===== src/rtl/spi_rf_pkg.sv =====
package spi_rf_pkg;
  localparam logic [6:0] A_STATUS  = 7'h02;
  localparam logic [6:0] A_FLAG_LO = 7'h03;
  localparam logic [6:0] A_FLAG_HI = 7'h04;
  localparam logic [6:0] A_EN_LO   = 7'h05;
  localparam logic [6:0] A_EN_HI   = 7'h06;
  localparam logic [6:0] A_MODE    = 7'h07;
  localparam logic [6:0] A_FCTL    = 7'h08;
  localparam logic [6:0] A_GATE    = 7'h7F;

  localparam int unsigned FCTL_TX_CLR   = 0;
  localparam int unsigned FCTL_RX_CLR   = 1;
  localparam int unsigned FLAG_FIFO_ERR = 7;
endpackage


===== src/rtl/spi_rf_shifter.sv =====
module spi_rf_shifter #(
  parameter int unsigned SYNC_STAGES = 2
) (
  input  logic       clk_i,
  input  logic       rst_ni,
  input  logic       sck_i,
  input  logic       cs_ni,
  input  logic       mosi_i,
  input  logic       load_i,
  input  logic [7:0] load_data_i,
  output logic       sel_o,
  output logic       byte_done_o,
  output logic       first_rise_o,
  output logic [7:0] rx_byte_o,
  output logic       miso_o
);
  logic [SYNC_STAGES-1:0] sck_q, cs_q, mosi_q;
  logic sck_s, cs_s, mosi_s, sck_d, rise, fall;
  logic [2:0] bit_cnt;
  logic [6:0] in_sr;
  logic [7:0] out_sr;

  always_ff @(posedge clk_i or negedge rst_ni) begin
    if (!rst_ni) begin
      sck_q  <= '0;
      cs_q   <= '1;
      mosi_q <= '0;
      sck_d  <= 1'b0;
    end else begin
      sck_q  <= (sck_q << 1)  | SYNC_STAGES'(sck_i);
      cs_q   <= (cs_q << 1)   | SYNC_STAGES'(cs_ni);
      mosi_q <= (mosi_q << 1) | SYNC_STAGES'(mosi_i);
      sck_d  <= sck_s;
    end
  end

  assign sck_s  = sck_q[SYNC_STAGES-1];
  assign cs_s   = cs_q[SYNC_STAGES-1];
  assign mosi_s = mosi_q[SYNC_STAGES-1];
  assign sel_o  = ~cs_s;
  assign rise   = sel_o & sck_s & ~sck_d;
  assign fall   = sel_o & ~sck_s & sck_d;

  always_ff @(posedge clk_i or negedge rst_ni) begin
    if (!rst_ni) begin
      bit_cnt <= '0;
      in_sr   <= '0;
      out_sr  <= '0;
    end else if (!sel_o) begin
      bit_cnt <= '0;
      in_sr   <= '0;
      out_sr  <= '0;
    end else begin
      if (rise) begin
        in_sr   <= {in_sr[5:0], mosi_s};
        bit_cnt <= bit_cnt + 3'd1;
      end
      // no shift on the falling edge between bytes: next byte's MSB is already out
      if (fall && bit_cnt != 3'd0) out_sr <= {out_sr[6:0], 1'b0};
      if (load_i) out_sr <= load_data_i;
    end
  end

  assign byte_done_o  = rise & (bit_cnt == 3'd7);
  assign first_rise_o = rise & (bit_cnt == 3'd0);
  assign rx_byte_o    = {in_sr, mosi_s};
  assign miso_o       = sel_o & out_sr[7];
endmodule


===== src/rtl/spi_rf_fifo.sv =====
module spi_rf_fifo #(
  parameter int unsigned DEPTH = 64,
  parameter int unsigned WIDTH = 8,
  localparam int unsigned AW   = $clog2(DEPTH)
) (
  input  logic             clk_i,
  input  logic             rst_ni,
  input  logic             flush_i,
  input  logic             push_i,
  input  logic [WIDTH-1:0] din_i,
  input  logic             pop_i,
  output logic [WIDTH-1:0] dout_o,
  output logic             full_o,
  output logic             empty_o,
  output logic [AW:0]      level_o
);
  logic [WIDTH-1:0] mem [DEPTH];
  logic [AW:0] wr_ptr, rd_ptr;
  logic do_push, do_pop;

  assign level_o = wr_ptr - rd_ptr;
  assign full_o  = (level_o == (AW+1)'(DEPTH));
  assign empty_o = (level_o == '0);
  assign do_push = push_i & ~full_o;
  assign do_pop  = pop_i & ~empty_o;
  assign dout_o  = mem[rd_ptr[AW-1:0]];

  always_ff @(posedge clk_i) begin
    if (do_push) mem[wr_ptr[AW-1:0]] <= din_i;
  end

  always_ff @(posedge clk_i or negedge rst_ni) begin
    if (!rst_ni) begin
      wr_ptr <= '0;
      rd_ptr <= '0;
    end else if (flush_i) begin
      wr_ptr <= '0;
      rd_ptr <= '0;
    end else begin
      if (do_push) wr_ptr <= wr_ptr + 1'b1;
      if (do_pop)  rd_ptr <= rd_ptr + 1'b1;
    end
  end
endmodule


===== src/rtl/spi_rf_regs.sv =====
module spi_rf_regs
  import spi_rf_pkg::*;
(
  input  logic        clk_i,
  input  logic        rst_ni,
  input  logic        sel_i,
  input  logic        byte_done_i,
  input  logic        first_rise_i,
  input  logic [7:0]  rx_byte_i,
  input  logic        tx_full_i,
  input  logic        rx_empty_i,
  input  logic [7:0]  rx_dout_i,
  input  logic [1:0]  pwr_i,
  input  logic [15:0] evt_i,
  input  logic        ext_err_i,
  output logic        load_o,
  output logic [7:0]  load_data_o,
  output logic        tx_push_o,
  output logic [7:0]  tx_wdata_o,
  output logic        rx_pop_o,
  output logic        tx_flush_o,
  output logic        rx_flush_o,
  output logic [15:0] flags_o,
  output logic        irq_n_o,
  output logic [7:0]  mode_o,
  output logic [6:0]  addr_o,
  output logic        in_cmd_o
);
  logic        in_cmd, is_wr, pend, pend_empty;
  logic [6:0]  addr, nxt, fetch_addr, pend_addr;
  logic [7:0]  rd_val, pend_val, mode, fctl;
  logic [15:0] flags, en, clr, flags_nxt;
  logic        fetch_en, wr_en, commit, err;

  assign nxt        = (addr == A_GATE) ? addr : addr + 7'd1;
  assign fetch_en   = byte_done_i & (in_cmd ? ~rx_byte_i[7] : ~is_wr);
  assign fetch_addr = in_cmd ? rx_byte_i[6:0] : nxt;
  assign wr_en      = byte_done_i & ~in_cmd & is_wr;
  assign commit     = first_rise_i & pend;

  always_comb begin
    unique case (fetch_addr)
      A_STATUS:  rd_val = {2'b00, rx_empty_i, 3'b000, pwr_i};
      A_FLAG_LO: rd_val = flags[7:0];
      A_FLAG_HI: rd_val = flags[15:8];
      A_EN_LO:   rd_val = en[7:0];
      A_EN_HI:   rd_val = en[15:8];
      A_MODE:    rd_val = mode;
      A_FCTL:    rd_val = fctl;
      A_GATE:    rd_val = rx_empty_i ? 8'h00 : rx_dout_i;
      default:   rd_val = 8'h00;
    endcase
  end

  assign tx_push_o  = wr_en & (addr == A_GATE) & ~tx_full_i;
  assign tx_wdata_o = rx_byte_i;
  assign rx_pop_o   = commit & (pend_addr == A_GATE) & ~pend_empty;
  assign err = (wr_en & (addr == A_GATE) & tx_full_i)
             | (commit & (pend_addr == A_GATE) & pend_empty)
             | ext_err_i;

  // read-clear acts only on the bits the host was shown
  always_comb begin
    clr = '0;
    if (commit && pend_addr == A_FLAG_LO) clr[7:0]  = pend_val;
    if (commit && pend_addr == A_FLAG_HI) clr[15:8] = pend_val;
    flags_nxt = (flags & ~clr) | evt_i;
    flags_nxt[FLAG_FIFO_ERR] = flags_nxt[FLAG_FIFO_ERR] | err;
  end

  always_ff @(posedge clk_i or negedge rst_ni) begin
    if (!rst_ni) begin
      in_cmd <= 1'b1; is_wr <= 1'b0; addr <= '0;
      pend <= 1'b0; pend_addr <= '0; pend_val <= '0; pend_empty <= 1'b0;
      flags <= '0; en <= '0; mode <= '0; fctl <= '0;
      load_o <= 1'b0; load_data_o <= '0; irq_n_o <= 1'b1;
      tx_flush_o <= 1'b0; rx_flush_o <= 1'b0;
    end else begin
      flags      <= flags_nxt;
      irq_n_o    <= ~|(flags & en);
      load_o     <= fetch_en;
      tx_flush_o <= 1'b0;
      rx_flush_o <= 1'b0;
      if (commit) pend <= 1'b0;
      if (fetch_en) begin
        load_data_o <= rd_val;
        pend        <= 1'b1;
        pend_addr   <= fetch_addr;
        pend_val    <= rd_val;
        pend_empty  <= rx_empty_i;
      end
      if (!sel_i) begin
        in_cmd <= 1'b1;
        pend   <= 1'b0;
      end else if (byte_done_i) begin
        if (in_cmd) begin
          in_cmd <= 1'b0;
          is_wr  <= rx_byte_i[7];
          addr   <= rx_byte_i[6:0];
        end else begin
          addr <= nxt;
        end
      end
      if (wr_en) begin
        unique case (addr)
          A_EN_LO: en[7:0]  <= rx_byte_i;
          A_EN_HI: en[15:8] <= rx_byte_i;
          A_MODE:  mode     <= rx_byte_i;
          A_FCTL: begin
            fctl       <= rx_byte_i;
            tx_flush_o <= fctl[FCTL_TX_CLR] & ~rx_byte_i[FCTL_TX_CLR];
            rx_flush_o <= fctl[FCTL_RX_CLR] & ~rx_byte_i[FCTL_RX_CLR];
          end
          default: ;
        endcase
      end
    end
  end

  assign flags_o  = flags;
  assign mode_o   = mode;
  assign addr_o   = addr;
  assign in_cmd_o = in_cmd;
endmodule


===== src/rtl/spi_rf_regif.sv =====
module spi_rf_regif #(
  parameter int unsigned FIFO_DEPTH  = 64,
  parameter int unsigned SYNC_STAGES = 2,
  localparam int unsigned LW         = $clog2(FIFO_DEPTH) + 1
) (
  input  logic        clk_i,
  input  logic        rst_ni,
  input  logic        sck_i,
  input  logic        cs_ni,
  input  logic        mosi_i,
  output logic        miso_o,
  output logic        irq_n_o,
  output logic [7:0]  mode_o,
  input  logic [1:0]  pwr_state_i,
  input  logic [15:0] evt_i,
  input  logic        tx_pop_i,
  output logic [7:0]  tx_data_o,
  output logic        tx_empty_o,
  input  logic        rx_push_i,
  input  logic [7:0]  rx_data_i
);
  logic sel, byte_done, first_rise, load, in_cmd;
  logic [7:0] rx_byte, load_data, tx_wdata, rx_dout;
  logic tx_push, rx_pop, tx_flush, rx_flush, tx_full, rx_full, rx_empty, ext_err;
  logic [LW-1:0] tx_cnt, rx_cnt;
  logic [15:0] flags;
  logic [6:0] cur_addr;

  spi_rf_shifter #(.SYNC_STAGES(SYNC_STAGES)) i_shifter (
    .clk_i, .rst_ni, .sck_i, .cs_ni, .mosi_i,
    .load_i(load), .load_data_i(load_data),
    .sel_o(sel), .byte_done_o(byte_done), .first_rise_o(first_rise),
    .rx_byte_o(rx_byte), .miso_o
  );

  assign ext_err = (tx_pop_i & tx_empty_o) | (rx_push_i & rx_full);

  spi_rf_regs i_regs (
    .clk_i, .rst_ni, .sel_i(sel), .byte_done_i(byte_done), .first_rise_i(first_rise),
    .rx_byte_i(rx_byte), .tx_full_i(tx_full), .rx_empty_i(rx_empty), .rx_dout_i(rx_dout),
    .pwr_i(pwr_state_i), .evt_i, .ext_err_i(ext_err),
    .load_o(load), .load_data_o(load_data), .tx_push_o(tx_push), .tx_wdata_o(tx_wdata),
    .rx_pop_o(rx_pop), .tx_flush_o(tx_flush), .rx_flush_o(rx_flush), .flags_o(flags),
    .irq_n_o, .mode_o, .addr_o(cur_addr), .in_cmd_o(in_cmd)
  );

  spi_rf_fifo #(.DEPTH(FIFO_DEPTH), .WIDTH(8)) i_tx_fifo (
    .clk_i, .rst_ni, .flush_i(tx_flush), .push_i(tx_push), .din_i(tx_wdata),
    .pop_i(tx_pop_i), .dout_o(tx_data_o), .full_o(tx_full), .empty_o(tx_empty_o),
    .level_o(tx_cnt)
  );

  spi_rf_fifo #(.DEPTH(FIFO_DEPTH), .WIDTH(8)) i_rx_fifo (
    .clk_i, .rst_ni, .flush_i(rx_flush), .push_i(rx_push_i), .din_i(rx_data_i),
    .pop_i(rx_pop), .dout_o(rx_dout), .full_o(rx_full), .empty_o(rx_empty),
    .level_o(rx_cnt)
  );
endmodule


===== config.mk =====
export PLATFORM = sky130hd
export DESIGN_NAME = spi_rf_regif
export DESIGN_NICKNAME = d
export VERILOG_FILES = /design/src/rtl/spi_rf_pkg.sv /design/src/rtl/spi_rf_shifter.sv /design/src/rtl/spi_rf_fifo.sv /design/src/rtl/spi_rf_regs.sv /design/src/rtl/spi_rf_regif.sv
export SDC_FILE = /design/constraint.sdc
export NUM_CORES = 1
export LEC_CHECK = 0
export BUFFER_PORTS_ARGS = -buffer_cell sky130_fd_sc_hd__buf_2
export CORE_MARGIN = 5
export CORE_UTILIZATION = 45
export CTS_BUF_LIST = sky130_fd_sc_hd__clkbuf_16
export DETAILED_ROUTE_END_ITERATION = 8
export HOLD_SLACK_MARGIN = 0.02
export PLACE_DENSITY = 0.6
export SLEW_MARGIN = 20
export SYNTH_ARGS = -nofsm -noshare
export SYNTH_HDL_FRONTEND = slang
export SYNTH_HIERARCHICAL = 1
export SYNTH_SLANG_ARGS = --single-unit
export TNS_END_PERCENT = 5

===== constraint.sdc =====
create_clock -name clk_i -period 5.7 [get_ports clk_i]
set_input_delay 0.57 -clock clk_i [delete_from_list [all_inputs] [get_ports clk_i]]
set_output_delay 0.57 -clock clk_i [all_outputs]
set_load 0.05 [all_outputs]

==> results of run 1 <==
==> power groups by stage <==
stage | Clock (mW) | Sequential (mW) | Combinational [mW]
3_3_place_gp | 0 | 9.67 | 2.75
2_1_floorplan | 0 | 9.57 | 2.03
4_1_cts | 7.66 | 9.50 | 2.79
5_1_grt | 8.02 | 9.52 | 2.98
3_5_place_dp | 0 | 9.68 | 2.78
6_report | 7.52 | 9.50 | 2.77
==> routing by layer <==
layer	vias up	GRT usage [%]
met3	139	4.33
met4	2	4.91
met5	-	0
met2	932	29.7
li1	10117	-
met1	12653	29.1
==> stage by stage <==
| stage | power [mW] | util (%) | worst slack, ps | area [um2] |
|---|---|---|---|---|
| 2_1_floorplan | 11.6 | - | 1210 | 47000 |
| 3_3_place_gp | 12.4 | 47.1 | 1190 | 48800 |
| 3_5_place_dp | 12.5 | 47.1 | 1120 | 48800 |
| 4_1_cts | 20.0 | 50.9 | 905 | 52800 |
| 5_1_grt | 20.5 | 50.9 | 700 | 52800 |
| 6_report | 19.8 | 50.9 | 999 | 52800 |
==> sequential cells by signal (all words and copies together), names as in the netlist, 2 cells and up <==
name	cells
i_shifter/sck_q	2
i_regs/en	16
i_rx_fifo/rd_ptr	7
i_regs/pend_val	8
i_regs/flags_o	16
i_shifter/cs_q	2
i_shifter/in_sr	7
i_regs/pend_addr	7
i_regs/mode_o	8
i_shifter/mosi_q	2
i_tx_fifo/mem	512
i_tx_fifo/rd_ptr	7
i_rx_fifo/mem	512
i_regs/fctl	8
i_shifter/bit_cnt	3
i_tx_fifo/wr_ptr	7
i_shifter/out_sr	8
i_rx_fifo/wr_ptr	7
i_regs/addr_o	7
==> what timing repair did <==
item                                    in CTS  in global routing
hold buffers                                16                  0
endpoints found under the setup margin       0                  0
hold endpoints to repair                    82                  0
==> worst reg2reg max path, delay by kind of cell, from the launching register on <==
family | cells | cell delay (ps)
AOI/OAI and AO/OA | 4 | 1210
and+or+nand+nor | 6 | 1770
DFF | 1 | 530
buffers and inverters | 2 | 400
adders and majority gates | 1 | 420
==> placed cells by master, fill, tap and decap left out, types with 9 or more instances in the layout <==
cell	n
buf_4	67
mux2_2	40
and2_1	9
nand2_1	106
clkinv_1	26
a221oi_1	12
bufinv_16	14
mux4_2	309
nor3_1	13
and3_1	9
nand4_1	16
inv_1	59
a21oi_1	42
xor2_1	9
edfxtp_1	1024
nand3_1	24
o21ai_0	31
clkbuf_16	119
or3_1	10
nor2_1	201
dfrtp_1	115
a22oi_1	10
ha_1	23
dlygate4sd3_1	16
clkinv_2	21
mux2i_1	46
nand2b_1	14
buf_2	50
nor2b_1	11
a21o_1	15
==> worst min-delay path by stage <==
| stage | from | to | slack (ps) | depth (start not counted) |
|---|---|---|---|---|
| 2_1_floorplan | rst_ni | i_regs/addr_o[0] | 270 | 0 |
| 3_3_place_gp | i_shifter/sck_q[0] | i_shifter/sck_q[1] | 340 | 0 |
| 3_5_place_dp | i_shifter/sck_q[0] | i_shifter/sck_q[1] | 340 | 0 |
| 4_1_cts | evt_i[15] | i_regs/flags_o[15] | 20 | 2 |
| 5_1_grt | evt_i[15] | i_regs/flags_o[15] | 50 | 2 |
| 6_report | evt_i[15] | i_regs/flags_o[15] | 80 | 2 |
==> area by class of cell <==
| type | count | area (um2) | area share (%) |
|---|---|---|---|
| timing repair buffer | 135 | 945 | 1.79 |
| tap | 1380 | 1730 | 3.27 |
| inverter | 38 | 143 | 0.270 |
| sequential | 1155 | 34100 | 64.5 |
| multi-input combinational | 1105 | 12100 | 23.0 |
| clock buffer | 119 | 2980 | 5.64 |
| clock inverter | 97 | 793 | 1.50 |
==> cells by family (layout without fill, tap and decap cells) <==
logic type               after synthesis  in the layout  synth area share, %
AO/OA/AOI/OAI                        206            206                 3.28
XOR/XNOR                              14             14                0.261
adder cells (fa/ha/maj)               25             25                0.698
buffers and inverters                174            389                 1.71
flip-flops                          1155           1155                 72.5
multiplexers                         407            407                 17.1
AND/OR/NAND/NOR                      453            453                 4.47
==> results.toml, run 1 <==
[global_routing]
grt_pass1_vias = 24294
grt_usage_pct = 19.5
gr-total-overflow = 0
grt_antenna_before_repair = 3
grt_max_degree = 133
grt_pass1_wl_mm = 163

[power]
cellLeakagePower_nw = 17.6
switching_share_pct = 25.4
power.internal_mw = 14.8
pwr-share-clk_pct = 38.0
max-vdd-ir-drop_mv = 0.324
p_switching_mw = 5.02
power.density_nw_per_um2 = 375
pwr-share-comb_pct = 14.0
pwr-share-seq_pct = 48.0

[route]
avgViaCountPerCell = 5.92
highest_layer = "met5"
routed_wl_mm = 109
met3WireLength_mm = 8.72
drt.antenna.violating_nets = 0
wl_met1_mm = 47.8
drc = 0
wl_per_cell_um = 27.1
via_count = 23843
first_pass_iters = 5
drt_first_iter_violations = 2534
wl_met2_mm = 50.4

[clock_tree]
clock-sinks = 1155
cts-buffers-inserted = 115
ctsResizeCount = 0
cts_tree = "built"
cts_root_buf = "clkbuf_16"
h-tree-depth = 3
clk_pin_slew_worst_paths_ps = 60
clockBufferDepth = 3
post_cts_buffers = 0
clock_latency_ps = 700

[synthesis]
yosysUniqueCellTypes = 89
synthesis.area_um2 = 47000
synth_top_area_share_pct = 65.5
synth-seq-cells = 1155
seq_area_frac_synth_pct = 72.5
yosys-top-cells-area = "edfxtp_1 65%, mux4_2 15%, dfrtp_1 6.8%"
synth_most_common_cell = "edfxtp_1"
synthCells = 2434
yosysTopAreaCell = "edfxtp_1"
synth_nets = 2492
syn_avg_cell_area_um2 = 19.3
synth_commonest_cells = "1,024 x edfxtp_1, 309 x mux4_2, 201 x nor2_1"
synth_edf_count = 1024
ys.flop_type = "edfxtp_1"
async_flop_share_pct = 11.3
yosysWarningCount = 6

[finish]
drive_gt1_share_pct = 25.9
stdcell_count = 4029
fill_cells = 8228
nets = 2608
antenna_cells = 0
syn2layout_area_growth_pct = 12.4

[sta]
maxSlewViolCount = 0
finalSetupTns_ps = 0
min_period_ps = 4700
hold_ws_ps = 78.8
fmax_ghz = 0.213
post-route-period-util_pct = 82.5
setup_viol = 0
slew-limit-headroom_pct = 29.6
finalHoldViolations = 0
rsz0062_at_grt = "no"
clock_skew_ps = 32.0
max_slew.worst_pin.slew_ps = 1050

[place]
gp_congestion = 0.869
dpl.cell_count = 3797
io_buffers = 51
hpwl_mm = 66.2

[die]
core-area_um2 = 104000
die_width_um = 333
dieArea_um2 = 111000
io_pins = 52
die-height_um = 333
fp-row-count = 118
start_util_pct = 45.3

[setup_path]
path_cells = "ha_1, o21ai_1, a21oi_1, o311ai_1, or4_1, buf_4, nor2_1, nor4_1, buf_4, nand2_1, nor2_1, o211ai_2, nor2_1"
cpMaxStageDelayCell = "nor2_1"
crit_path_end_kind = "register"
required_ps = 6020
cp_num_buf_inv = 2
crit_fanout = 11
r2r_setup_slack_ps = 1000
rr_worst_depth = 13
r2r-end = "i_tx_fifo/mem[35][4]"
crit_path_max_incr_delay_ps = 760
path_depth = 13
arrival_ps = 5020
crit_family = "simple AND/OR/NAND/NOR gates"
startpoint = "i_tx_fifo/wr_ptr[2]"
path_class = "reg2reg"
critical_path.most_common_cell = "nor2_1"
timing.rr.start = "i_tx_fifo/wr_ptr[2]"
crit_end = "i_tx_fifo/mem[35][4]"
crit_path_start_kind = "register"

[job]
cap_violations = 0

[min_path]
hold_class = "in2reg"

[status]
status = "finished clean"
(Power assumes the default switching activity.)
==> inputs of run 2 (changes only) <==
- clock period: 5.7 -> 4.6 ns (I/O delays scaled with it)
==> run 2 against run 1 <==
Net effect:
- first-iteration DRC count increased by 10%
- routed wire length increased by 0.36%
- sequential power increased by 23%
- via count increased by 1.0%
- worst hold slack improved by 50 ps
- largest power group unchanged
- highest routed layer unchanged
==> results.toml, run 2 (synthesis gave the netlist of run 1 again) <==
[sta]
min_period_ps = 4430
setup_viol = 0
post-route-period-util_pct = 96.3
slew-limit-headroom_pct = 35.0
finalHoldViolations = 0
clock_skew_ps = 30.5
rsz0062_at_grt = "yes"
maxSlewViolCount = 0
fmax_ghz = 0.226
hold_ws_ps = 128
max_slew.worst_pin.slew_ps = 971

[min_path]
hold_depth = 1
min_from = "rx_data_i[3]"
hold_class = "in2reg"
whs_endpoint = "i_rx_fifo/mem[58][3]"

[route]
drt.antenna.violating_nets = 0
avgViaCountPerCell = 5.91
via_count = 24086
wl_per_cell_um = 26.9
routed_wl_mm = 110
drc = 0
first_pass_iters = 6
drt_first_iter_violations = 2788

[power]
power.total_mw = 24.4
pwr-share-clk_pct = 37.5
power.internal_mw = 18.2
switching_share_pct = 25.6
p_switching_mw = 6.25
power.density_nw_per_um2 = 460
max-vdd-ir-drop_mv = 0.640
pwr-share-comb_pct = 14.6
pwr-share-seq_pct = 47.9
cellLeakagePower_nw = 17.8

[clock_tree]
post_cts_buffers = 0
cts_root_buf = "clkbuf_16"
h-tree-depth = 3
clock-sinks = 1155
cts-buffers-inserted = 115
clockBufferDepth = 3
cts_tree = "built"
clk_pin_slew_worst_paths_ps = 60
clock_latency_ps = 700

[finish]
drive_gt1_share_pct = 27.1
fin_util_pct = 51.3
mostFrequentLayoutCell = "edfxtp_1"
syn2layout_area_growth_pct = 13.3
stdcell_count = 4077
final_cell_mix = "1,024 x edfxtp_1, 309 x mux4_2, 199 x nor2_1"
nets = 2656

[global_routing]
gr-total-overflow = 0
grt_antenna_before_repair = 2
grt_usage_pct = 19.6
grt_pass1_vias = 24411
grt_pass1_wl_mm = 164
grt_max_degree = 133

[die]
die_width_um = 333
start_util_pct = 45.3
dieArea_um2 = 111000
fp-row-count = 118
die-height_um = 333
core-area_um2 = 104000
io_pins = 52

[setup_path]
crit_path_start_kind = "register"
crit_fanout = 9
timing.rr.start = "i_tx_fifo/wr_ptr[0]"
r2r_setup_slack_ps = 230
crit_path_end_kind = "primary output"
required_ps = 4140
arrival_ps = 3970
path_class = "reg2out"
r2r-end = "i_tx_fifo/mem[8][1]"
rr_worst_depth = 15

[place]
gp_congestion = 0.863
dpl.cell_count = 3839
io_buffers = 51
hpwl_mm = 66.2

[job]
cap_violations = 0

[status]
status = "finished clean"
==> run 2: stage by stage <==
step / setup TNS, ps / instance area [um2] / worst slack, ps
finish: 0 / 53200 / 172
detailed placement: 0 / 49200 / 275
global route: -539 / 53200 / -30.2
CTS: 0 / 53100 / 7.45
floorplan: 0 / 47000 / 110
global placement: 0 / 49200 / 372
==> run 2: power groups by stage <==
stage	Clock [mW]	Sequential (mW)	Combinational [mW]
final	9.17	11.7	3.56
after global routing	9.81	11.7	3.82
after CTS	9.35	11.7	3.58
after detailed placement	0	11.9	3.55
after global placement	0	11.9	3.50
after floorplan	0	11.9	2.52
==> run 2: critical path, cell delays in order (launching register included) <==
cell,delay [ps]
dfrtp_1,430
inv_1,180
ha_1,200
inv_1,60
fa_1,400
xor2_1,170
or3_1,360
or4_1,460
buf_4,210
nor2_1,450
buf_2,380
==> run 2: worst max-delay path by stage <==
stage                         from              endpoint  slack (ps)
3_3_place_gp   i_tx_fifo/wr_ptr[0]   i_tx_fifo/mem[8][6]         370
2_1_floorplan  i_tx_fifo/rd_ptr[3]  i_tx_fifo/mem[63][0]         110
6_report       i_tx_fifo/wr_ptr[0]            tx_empty_o         170
5_1_grt        i_tx_fifo/wr_ptr[0]  i_tx_fifo/mem[48][7]         -30
3_5_place_dp   i_tx_fifo/wr_ptr[0]  i_tx_fifo/mem[41][0]         270
4_1_cts        i_tx_fifo/rd_ptr[0]          tx_data_o[1]           7
==> run 2: layout make-up <==
class	count	area, um2
fillers	8272	50500
flip-flops and latches	1155	34100
multi-input cells	1105	12100
clock buffers	119	2980
well taps	1380	1730
repair buffers	183	1400
clock inverters	94	729
inverters	38	143
diodes	3	7.51
==> run 2: per-layer routing <==
layer / vias to the layer above / GRT usage, % / part of all wire, %
li1: 10232 / - / -
met1: 12777 / 29.7 / 44
met2: 925 / 29.8 / 47
met3: 150 / 3.93 / 7.8
met4: 2 / 4.53 / 1.9
met5: - / 0 / 0.012
==> run 2: what timing repair did <==
item                                   CTS  global route
hold buffers                            21             0
endpoints found under the hold margin  129             0
pin swaps                                0             0
resized for setup                        2             2
cloned                                   0             1
setup endpoints to repair                8            48
==> inputs of run 3 (changes only) <==
- ABC_AREA: default -> 1
==> run 3 against run 2 <==
Net effect:
- largest power group unchanged
- critical path type unchanged
- sequential cell count stayed put
- power is 11% lower
- clock power hardly changed
- worst setup slack better by 92 ps
- synthesized area is 6.0% higher
- via count is 40% higher
==> results.toml, run 3 <==
[die]
fp-row-count = 122
start_util_pct = 45.2
die_width_um = 343
core-area_um2 = 110000
die-height_um = 343
io_pins = 52
dieArea_um2 = 117000

[sta]
clock_skew_ps = 26.5
finalHoldViolations = 0
slew-limit-headroom_pct = 23.7
max_slew.worst_pin.slew_ps = 1140
min_period_ps = 4340
finalSetupTns_ps = 0
post-route-period-util_pct = 94.3
finalWorstSetupSlack_ps = 264
rsz0062_at_grt = "no"
fmax_ghz = 0.231
maxSlewViolCount = 0
setup_viol = 0

[route]
first_pass_iters = 6
routed_wl_mm = 133
drt.antenna.violating_nets = 0
highest_layer = "met4"
wl_met1_mm = 56.5
wl_met2_mm = 63.3
wl_per_cell_um = 21.6
via_count = 33839
drt_first_iter_violations = 3668
drc = 0
avgViaCountPerCell = 5.49
met3WireLength_mm = 8.63

[setup_path]
crit_path_start_kind = "register"
cpMaxStageDelayCell = "buf_4"
arrival_ps = 3880
crit_path_max_incr_delay_ps = 800
required_ps = 4140
r2r_setup_slack_ps = 380
path_cells = "inv_4, buf_4, buf_4, nand3_1, nand3_1, nand2_1, nand2_1, nand3_1, nand3_1, nand2_1, buf_2"
critical_path.most_common_cell = "nand3_1"
crit_fanout = 80
rr_worst_depth = 16
r2r-end = "i_tx_fifo/mem[62][3]"
timing.rr.start = "i_tx_fifo/wr_ptr[0]"
path_class = "reg2out"
crit_path_end_kind = "primary output"

[min_path]
hold_depth = 3
hold_class = "in2reg"
whs_endpoint = "i_tx_fifo/rd_ptr[5]"
min_from = "tx_pop_i"

[finish]
drive_gt1_share_pct = 8.54
mostFrequentLayoutCell = "nand2_1"
nets = 4627
fill_cells = 9982
syn2layout_area_growth_pct = 10.8
stdcell_count = 6162
final_cell_mix = "1,149 x nand2_1, 1,024 x edfxtp_1, 679 x nand3_1"
fin_util_pct = 50.0

[clock_tree]
h-tree-depth = 3
clock-sinks = 1155
cts_tree = "built"
post_cts_buffers = 0
clk_pin_slew_worst_paths_ps = 60
cts_root_buf = "clkbuf_16"
clock_latency_ps = 730
clockBufferDepth = 3
cts-buffers-inserted = 119

[global_routing]
grt_antenna_before_repair = 3
grt_pass1_wl_mm = 202
gr-total-overflow = 0
grt_pass1_vias = 32600
grt_max_degree = 188
grt_usage_pct = 22.4

[synthesis]
yosysWarningCount = 6
syn_avg_cell_area_um2 = 10.9
synthCells = 4578
synth_nets = 4636
synthesis.area_um2 = 49800

[job]
cap_violations = 0

[power]
power.total_mw = 21.8
max-vdd-ir-drop_mv = 0.463
cellLeakagePower_nw = 20.5
power.density_nw_per_um2 = 395

[place]
gp_congestion = 0.875
dpl.cell_count = 5916
post-place-ws_ps = 383
hpwl_mm = 79.4
io_buffers = 51

[status]
status = "finished clean"
-- run 3: metal layers --
| layer | track usage (%) | vias up |
|---|---|---|
| met2 | 36.1 | 1237 |
| li1 | - | 15902 |
| met4 | 8.65 | 0 |
| met5 | 0 | - |
| met3 | 3.54 | 245 |
| met1 | 30.9 | 16455 |
-- run 3: worst max-delay path, delay by kind of cell (launching register included) --
family | cells | cell delay, ps
buf+inv | 4 | 1600
simple gates | 7 | 990
flops | 1 | 480
-- run 3: power by group --
group | total, mW | internal (mW) | switching (mW)
registers | 11.6 | 11.5 | 0.0829
clock network | 9.14 | 5.11 | 4.03
logic | 1.02 | 0.238 | 0.783
-- run 3: cell type report --
type                       instances  area (um2)  area share (%)
antenna                            2        5.00         0.00908
clock buffer                     121        3030            5.49
clock inverter                   103         688            1.25
inverter                         167         642            1.16
multi-input combinational       2983       13800            25.0
sequential                      1155       34100            61.8
tap                             1488        1860            3.38
timing repair buffer             143        1070            1.95
-- run 3: worst max path at each step --
stage / start / endpoint
2_1_floorplan: i_tx_fifo/rd_ptr[1] / i_tx_fifo/mem[12][0]
4_1_cts: i_tx_fifo/rd_ptr[0] / tx_data_o[7]
3_5_place_dp: i_tx_fifo/wr_ptr[0] / i_tx_fifo/mem[1][7]
6_report: i_tx_fifo/rd_ptr[1] / tx_data_o[2]
5_1_grt: i_tx_fifo/wr_ptr[0] / i_tx_fifo/mem[27][2]
3_3_place_gp: i_tx_fifo/wr_ptr[0] / i_tx_fifo/mem[3][2]
-- run 3: stage by stage --
stage / hold slack [ps] / instance area (um2)
finish: 139 / 55100
global route: 120 / 55100
CTS: 96.3 / 55000
detailed placement: 336 / 51100
global placement: 338 / 51100
floorplan: 164 / 49800
-- run 3: repair_timing --
item,4_1_cts,5_1_grt
gates resized for setup,0,3
endpoints found under the hold margin,101,0
endpoints found under the setup margin,0,8
hold buffers,20,0
